$ cat config.mk
export PLATFORM = sky130hd
export DESIGN_NAME = ext_irq_sense
export DESIGN_NICKNAME = d
export VERILOG_FILES = /design/src/rtl/ext_irq_pkg.sv /design/src/rtl/ext_irq_sync.sv /design/src/rtl/ext_irq_cfg.sv /design/src/rtl/ext_irq_line.sv /design/src/rtl/ext_irq_sense.sv
export SDC_FILE = /design/constraint.sdc
export NUM_CORES = 1
export LEC_CHECK = 0
export BUFFER_PORTS_ARGS = -buffer_cell sky130_fd_sc_hd__buf_2
export CORE_ASPECT_RATIO = 2
export CORE_UTILIZATION = 39
export DETAILED_ROUTE_END_ITERATION = 10
export SYNTH_ARGS = -nofsm -noshare
export SYNTH_HDL_FRONTEND = slang
export SYNTH_SLANG_ARGS = --single-unit
$ cat constraint.sdc
create_clock -name clk -period 3 [get_ports clk]
set_input_delay 0.3 -clock clk [delete_from_list [all_inputs] [get_ports clk]]
set_output_delay 0.3 -clock clk [all_outputs]
set_load 0.005 [all_outputs]
$ cat src/rtl/ext_irq_pkg.sv
// Package: shared types and register addresses for the external interrupt
// sense unit. Assumes a two-bit sense code per line.
package ext_irq_pkg;

    typedef enum logic [1:0] {
        SENSE_LOW  = 2'b00,
        SENSE_ANY  = 2'b01,
        SENSE_FALL = 2'b10,
        SENSE_RISE = 2'b11
    } sense_e;

    localparam logic [1:0] ADDR_SENSE = 2'd0;
    localparam logic [1:0] ADDR_MASK  = 2'd1;
    localparam logic [1:0] ADDR_FLAG  = 2'd2;

endpackage

$ cat src/rtl/ext_irq_sync.sv
// Module: multi-stage synchronizer for a vector of asynchronous lines.
// It also carries a valid bit down a chain of the same length, so the
// consumer knows when the synchronized output holds real samples after reset.
// Assumes: each bit is an independent level, so no bus coherency is needed.
module ext_irq_sync #(
    parameter int WIDTH  = 4,
    parameter int STAGES = 2
) (
    input  logic             clk,
    input  logic             rst_n,
    input  logic [WIDTH-1:0] async_i,
    output logic [WIDTH-1:0] sync_o,
    output logic             vld_o
);

    logic [WIDTH-1:0] chain_q [STAGES];
    logic [STAGES-1:0] vld_q;

    // Shift the raw lines and the valid marker through the stages.
    always_ff @(posedge clk) begin
        if (!rst_n) begin
            for (int i = 0; i < STAGES; i++) chain_q[i] <= '0;
            vld_q <= '0;
        end else begin
            chain_q[0] <= async_i;
            for (int i = 1; i < STAGES; i++) chain_q[i] <= chain_q[i-1];
            vld_q <= {vld_q[STAGES-2:0], 1'b1};
        end
    end

    assign sync_o = chain_q[STAGES-1];
    assign vld_o  = vld_q[STAGES-1];

endmodule

$ cat src/rtl/ext_irq_cfg.sv
// Module: configuration registers, holding the sense codes and the mask.
// It also produces the write-one-to-clear strobe for the flag register.
// Assumes: a single-cycle write strobe and that the sense field fits in DATA_W.
module ext_irq_cfg
    import ext_irq_pkg::*;
#(
    parameter int NUM_PINS = 4,
    parameter int DATA_W   = 8,
    localparam int SENSE_W = 2 * NUM_PINS
) (
    input  logic                clk,
    input  logic                rst_n,
    input  logic                we_i,
    input  logic [1:0]          addr_i,
    input  logic [DATA_W-1:0]   wdata_i,
    output logic [SENSE_W-1:0]  sense_o,
    output logic [NUM_PINS-1:0] mask_o,
    output logic [NUM_PINS-1:0] flag_clr_o
);

    logic [SENSE_W-1:0]  sense_q;
    logic [NUM_PINS-1:0] mask_q;

    // Load the sense and mask registers on a write to their address.
    always_ff @(posedge clk) begin
        if (!rst_n) begin
            sense_q <= '0;
            mask_q  <= '0;
        end else if (we_i) begin
            if (addr_i == ADDR_SENSE) sense_q <= wdata_i[SENSE_W-1:0];
            if (addr_i == ADDR_MASK)  mask_q  <= wdata_i[NUM_PINS-1:0];
        end
    end

    // Produce the per-line clear strobe from a write of ones to the flag address.
    always_comb begin
        flag_clr_o = '0;
        if (we_i && addr_i == ADDR_FLAG) flag_clr_o = wdata_i[NUM_PINS-1:0];
    end

    assign sense_o = sense_q;
    assign mask_o  = mask_q;

endmodule

$ cat src/rtl/ext_irq_line.sv
// Module: event detection for one line. It keeps the previous synchronized
// sample and a sticky flag, and produces the raw (ungated) request.
// Assumes: the input sample is already synchronized. s_vld_i is high once
// that sample is real, and stays high until the next reset.
module ext_irq_line
    import ext_irq_pkg::*;
(
    input  logic   clk,
    input  logic   rst_n,
    input  logic   s_i,
    input  logic   s_vld_i,
    input  sense_e mode_i,
    input  logic   mask_i,
    input  logic   clr_i,
    output logic   flag_o,
    output logic   raw_o
);

    logic prev_q;
    logic prev_vld_q;
    logic flag_q;
    logic evt;

    // Hold the previous sample; the first real sample only primes it.
    always_ff @(posedge clk) begin
        if (!rst_n) begin
            prev_q     <= 1'b0;
            prev_vld_q <= 1'b0;
        end else begin
            prev_q     <= s_i;
            prev_vld_q <= s_vld_i;
        end
    end

    // Decode the event for the selected transition mode.
    always_comb begin
        unique case (mode_i)
            SENSE_ANY:  evt = s_i ^ prev_q;
            SENSE_FALL: evt = prev_q & ~s_i;
            SENSE_RISE: evt = ~prev_q & s_i;
            default:    evt = 1'b0;
        endcase
    end

    // Sticky flag: a qualified event wins over a same-cycle clear.
    always_ff @(posedge clk) begin
        if (!rst_n) flag_q <= 1'b0;
        else        flag_q <= (evt & prev_vld_q & mask_i) | (flag_q & ~clr_i);
    end

    assign flag_o = flag_q;
    assign raw_o  = (mode_i == SENSE_LOW) ? (s_vld_i & ~s_i) : flag_q;

endmodule

$ cat src/rtl/ext_irq_sense.sv
// Module: top level of the external interrupt sense unit. It synchronizes the
// lines, runs one detector per line, gates the requests and serves register reads.
// Assumes: reg_rdata_o is combinational from reg_addr_i.
module ext_irq_sense
    import ext_irq_pkg::*;
#(
    parameter int NUM_PINS    = 4,
    parameter int DATA_W      = 8,
    parameter int SYNC_STAGES = 2
) (
    input  logic                clk,
    input  logic                rst_n,
    input  logic [NUM_PINS-1:0] irq_pins_i,
    input  logic                gie_i,
    input  logic                reg_we_i,
    input  logic [1:0]          reg_addr_i,
    input  logic [DATA_W-1:0]   reg_wdata_i,
    output logic [DATA_W-1:0]   reg_rdata_o,
    output logic [NUM_PINS-1:0] irq_req_o,
    output logic                irq_any_o
);

    localparam int SENSE_W = 2 * NUM_PINS;

    logic [NUM_PINS-1:0] pins_sync;
    logic                sync_vld;
    logic [SENSE_W-1:0]  sense_ctrl;
    logic [NUM_PINS-1:0] irq_mask;
    logic [NUM_PINS-1:0] flag_clr;
    logic [NUM_PINS-1:0] irq_flag;
    logic [NUM_PINS-1:0] raw_req;

    ext_irq_sync #(.WIDTH(NUM_PINS), .STAGES(SYNC_STAGES)) u_sync (
        .clk     (clk),
        .rst_n   (rst_n),
        .async_i (irq_pins_i),
        .sync_o  (pins_sync),
        .vld_o   (sync_vld)
    );

    ext_irq_cfg #(.NUM_PINS(NUM_PINS), .DATA_W(DATA_W)) u_cfg (
        .clk        (clk),
        .rst_n      (rst_n),
        .we_i       (reg_we_i),
        .addr_i     (reg_addr_i),
        .wdata_i    (reg_wdata_i),
        .sense_o    (sense_ctrl),
        .mask_o     (irq_mask),
        .flag_clr_o (flag_clr)
    );

    for (genvar g = 0; g < NUM_PINS; g++) begin : g_line
        ext_irq_line u_line (
            .clk     (clk),
            .rst_n   (rst_n),
            .s_i     (pins_sync[g]),
            .s_vld_i (sync_vld),
            .mode_i  (sense_e'(sense_ctrl[2*g +: 2])),
            .mask_i  (irq_mask[g]),
            .clr_i   (flag_clr[g]),
            .flag_o  (irq_flag[g]),
            .raw_o   (raw_req[g])
        );
    end

    // Gate each raw request with its mask bit and the global enable.
    always_comb begin
        irq_req_o = raw_req & irq_mask & {NUM_PINS{gie_i}};
        irq_any_o = |irq_req_o;
    end

    // Select read data by address, zero-extended.
    always_comb begin
        reg_rdata_o = '0;
        unique case (reg_addr_i)
            ADDR_SENSE: reg_rdata_o[SENSE_W-1:0]  = sense_ctrl;
            ADDR_MASK:  reg_rdata_o[NUM_PINS-1:0] = irq_mask;
            ADDR_FLAG:  reg_rdata_o[NUM_PINS-1:0] = irq_flag;
            default:    reg_rdata_o = '0;
        endcase
    end

endmodule

==> out/qor.txt <==
Clk_skew = 0.005807 ns
Pwr dens = 458.7 nW/um^2
DP Worst Slack = 1.162 ns
Top-count cell post-synth = dfxtp_1
Int Pwr = 0.6218 mW
Relative slew slack = 0.4095
Asr flop ratio synth = 0
Die ar. = 4070 um^2
Area leader, netlist = dfxtp_1
Worst slew pin tran = 0.8839 ns
DRT iter0 DRCs = 24
Setup Viol. Count Final = 0
Initial antenna violation count = 0
Leak Pwr = 0.7509 nW
# Post-CTS Setup Buffers = 0
Sequential fraction of the synthesis area = 0.4182
Detail Route Antenna Nets = 0
Layout cells sized above 1 = 0.2063
Post-synth net total = 181
Area of the mapped netlist = 1484 um^2
Fmax = 500.4 MHz
Wire length per cell = 13.09 um
Crit Path Category = flop to primary output
CTS tree = built
Die height = 89.24 um
Fin crit share = 0.6662
Initial core utilization = 0.4114
Crit-path slowest cell = or4b_1
Maximum VDD drop = 0.0003985 V
Max-cap violations = 0
Yosys warns = 0
CP arrival = 1.70 ns
Residual DRC = 0
Top_reg_cell synth = dfxtp_1
Largest net degree at the start of global routing = 36
I/O pin count = 31
Clock power share = 0.377
Setup TNS = 0 ns
CTS Buf Count = 5
Core ar. = 3607 um^2
Ranking of synthesized cells by instance count = 31 x dfxtp_1, 17 x and2_1, 16 x mux2i_1
Minimum clock period = 1.999 ns
Global-route wire length before repair = 5.119 mm
Crit end category = primary output
CTS Buffer Depth = 2
RSZ-0062 raised after global routing = false
Worst Slack Setup Final = 1.001 ns
Comb power frac = 0.080
Total grt overflow = 0
Critical Path Sink = irq_any_o
Die W = 45.62 um
RR Startpoint = u_sync.chain_q[0][7]
Avg Inst Size Synth = 9.574 um^2
CP max FO = 6
Synthesized netlist cell count = 155
CP delay by family, top = simple AND/OR/NAND/NOR gates
Port Buf Inserts = 30
Final Hold Fails = 0
R2R cell count = 5
CP Launch Type = flop
# diodes = 0
Status = finished, final reports clean
WP buf/inv = 1
Post-CTS sizing = 0
Initial DRT Pass Iterations = 4
Gpl congestion = 0.8357
Post-synth EDFFs = 0
Cts hold-fix bufs = 0
Critical path, cell by cell = or4b_1 -> a21oi_1 -> or4_1 -> buf_2
Clock net sink count = 31
Worst path depth = 4
Flops & latches, synth = 31
Final Max Tran Viols = 0
R2R Setup Slk = 1.82 ns
Layout Nets = 214
H-Tree Depth = 2
Area Overhead vs Synth = 18.80%
Row count = 31
CP peak stage delay = 0.53 ns
Hold Path Class = input pin to flop
Via count = 1186
HPWL Detailed = 2.409 mm
Ranking of synthesized cells by area = dfxtp_1 42%, mux2i_1 11%, and2_1 7.2%, ha_1 6.7%, nor2b_1 5.5%
Switching Power = 0.1869 mW
Clock transition at the registers of the reported paths = 0.06 ns
Hold Slack = 0.2251 ns
Clock Tree Root = clkbuf_8
Reg2reg end = g_line[3].u_line.flag_o
Count of cell types in the netlist = 24
Reg power frac = 0.542
Total Routing Usage GR = 0.1749
CP Data Required Time = 2.70 ns
Post-DR vias/cell = 4.983
Skew-Pair Late Insertion Delay = 0.28 ns
Switching share of power = 0.2311
Critical Path Start = u_cfg.sense_o[0]
Top cell type's share of synthesized area = 0.4182
Number of global-route vias before repair = 1101
Total wire length = 3.115 mm
-- cells by family (layout without fill, tap and decap cells) --
group	after synthesis	count (layout)	share of synthesized area
AO/OA/AOI/OAI	24	24	0.1003
multiplexers	17	17	0.1155
flip-flops	31	31	0.4182
AND/OR/NAND/NOR	62	62	0.2639
adder cells (fa/ha/maj)	8	8	0.06746
buffers and inverters	13	47	0.03457
-- how the worst min path moves through the flow --
stage                      endpoint  slack [ns]                  from  cells past startpoint
3_3_place_gp   u_sync.chain_q[0][7]        0.42  u_sync.chain_q[0][3]                      1
5_1_grt        u_sync.chain_q[0][3]        0.22         irq_pins_i[3]                      2
2_1_floorplan       u_sync.vld_q[0]        0.33                 rst_n                      0
3_5_place_dp   u_sync.chain_q[0][6]        0.42  u_sync.chain_q[0][2]                      1
4_1_cts        u_sync.chain_q[0][2]        0.22         irq_pins_i[2]                      2
6_report       u_sync.chain_q[0][2]        0.23         irq_pins_i[2]                      2
-- flip-flops by register name, summed over array words and instances, names as in the netlist --
register and count:
g_line.u_line.prev_q 4, u_sync.vld_q 2, u_cfg.sense_o 8, u_sync.chain_q 8, g_line.u_line.prev_vld_q 1, u_cfg.mask_o 4
g_line.u_line.flag_o 4
-- per-layer routing --
| layer | vias to the layer above | share of wire | GRT usage |
|---|---|---|---|
| met2 | 38 | 0.51 | 0.2935 |
| met1 | 547 | 0.41 | 0.1963 |
| met4 | 0 | 0.023 | 0.09642 |
| li1 | 595 | - | - |
| met3 | 6 | 0.051 | 0.03838 |
| met5 | - | 0 | 0 |
-- cell type report --
class | count | area (um^2)
Clock buffer | 7 | 76.32
Fill cell | 374 | 1844
Timing Repair Buffer | 31 | 157.7
Multi-Input combinational cell | 111 | 812.0
Inverter | 8 | 30.03
Clock inverter | 1 | 5.005
Tap cell | 49 | 61.31
Sequential cell | 31 | 620.6
-- stage by stage --
| step | instances | cell area [um^2] | utilization | total power [mW] |
|---|---|---|---|---|
| 2_1_floorplan | 155 | 1484 | - | 0.4843 |
| 3_3_place_gp | 230 | 1682 | 0.4662 | 0.5113 |
| 3_5_place_dp | 230 | 1682 | 0.4662 | 0.5138 |
| 4_1_cts | 238 | 1763 | 0.4887 | 0.8244 |
| 5_1_grt | 238 | 1763 | 0.4887 | 0.8474 |
| 6_report | 238 | 1763 | 0.4887 | 0.8087 |
-- placed cells by master (no fill, tap or decap) --
| cell | netlist | layout |
|---|---|---|
| dfxtp_1 | 31 | 31 |
| inv_1 | 8 | 8 |
| nand3b_1 | 1 | 1 |
| and3b_1 | 4 | 4 |
| nor3b_1 | 2 | 2 |
| o21ai_0 | 8 | 8 |
| or4_1 | 1 | 1 |
| and2_2 | 1 | 1 |
| mux2_2 | 1 | 1 |
| clkinv_2 | 0 | 1 |
| a21oi_1 | 5 | 5 |
| a21boi_0 | 4 | 4 |
| and2_1 | 17 | 17 |
| o2bb2ai_1 | 4 | 4 |
| nor2_1 | 1 | 1 |
| nand2b_1 | 6 | 6 |
| nand2_1 | 8 | 8 |
| a31oi_1 | 3 | 3 |
| ha_1 | 8 | 8 |
| clkbuf_1 | 3 | 2 |
| or4b_1 | 4 | 4 |
| clkbuf_8 | 0 | 5 |
| mux2i_1 | 16 | 16 |
| nand3_1 | 4 | 4 |
| nor2b_1 | 13 | 13 |
| buf_4 | 0 | 1 |
| buf_2 | 2 | 30 |
-- worst reg2reg max path, stage by stage, from the launching register on --
cell and delay, ns:
dfxtp_1 0.38, inv_1 0.06, ha_1 0.16, mux2_2 0.26, a21oi_1 0.14, o2bb2ai_1 0.08
-- power groups by stage --
stage          combinational, mW  clock [mW]  sequential [mW]
6_report                  0.0650       0.305            0.439
5_1_grt                   0.0731       0.333            0.441
4_1_cts                   0.0663       0.319            0.439
3_5_place_dp              0.0660           0            0.448
3_3_place_gp              0.0641           0            0.447
2_1_floorplan             0.0415           0            0.443
No activity file was read; power rests on OpenSTA's default activity.
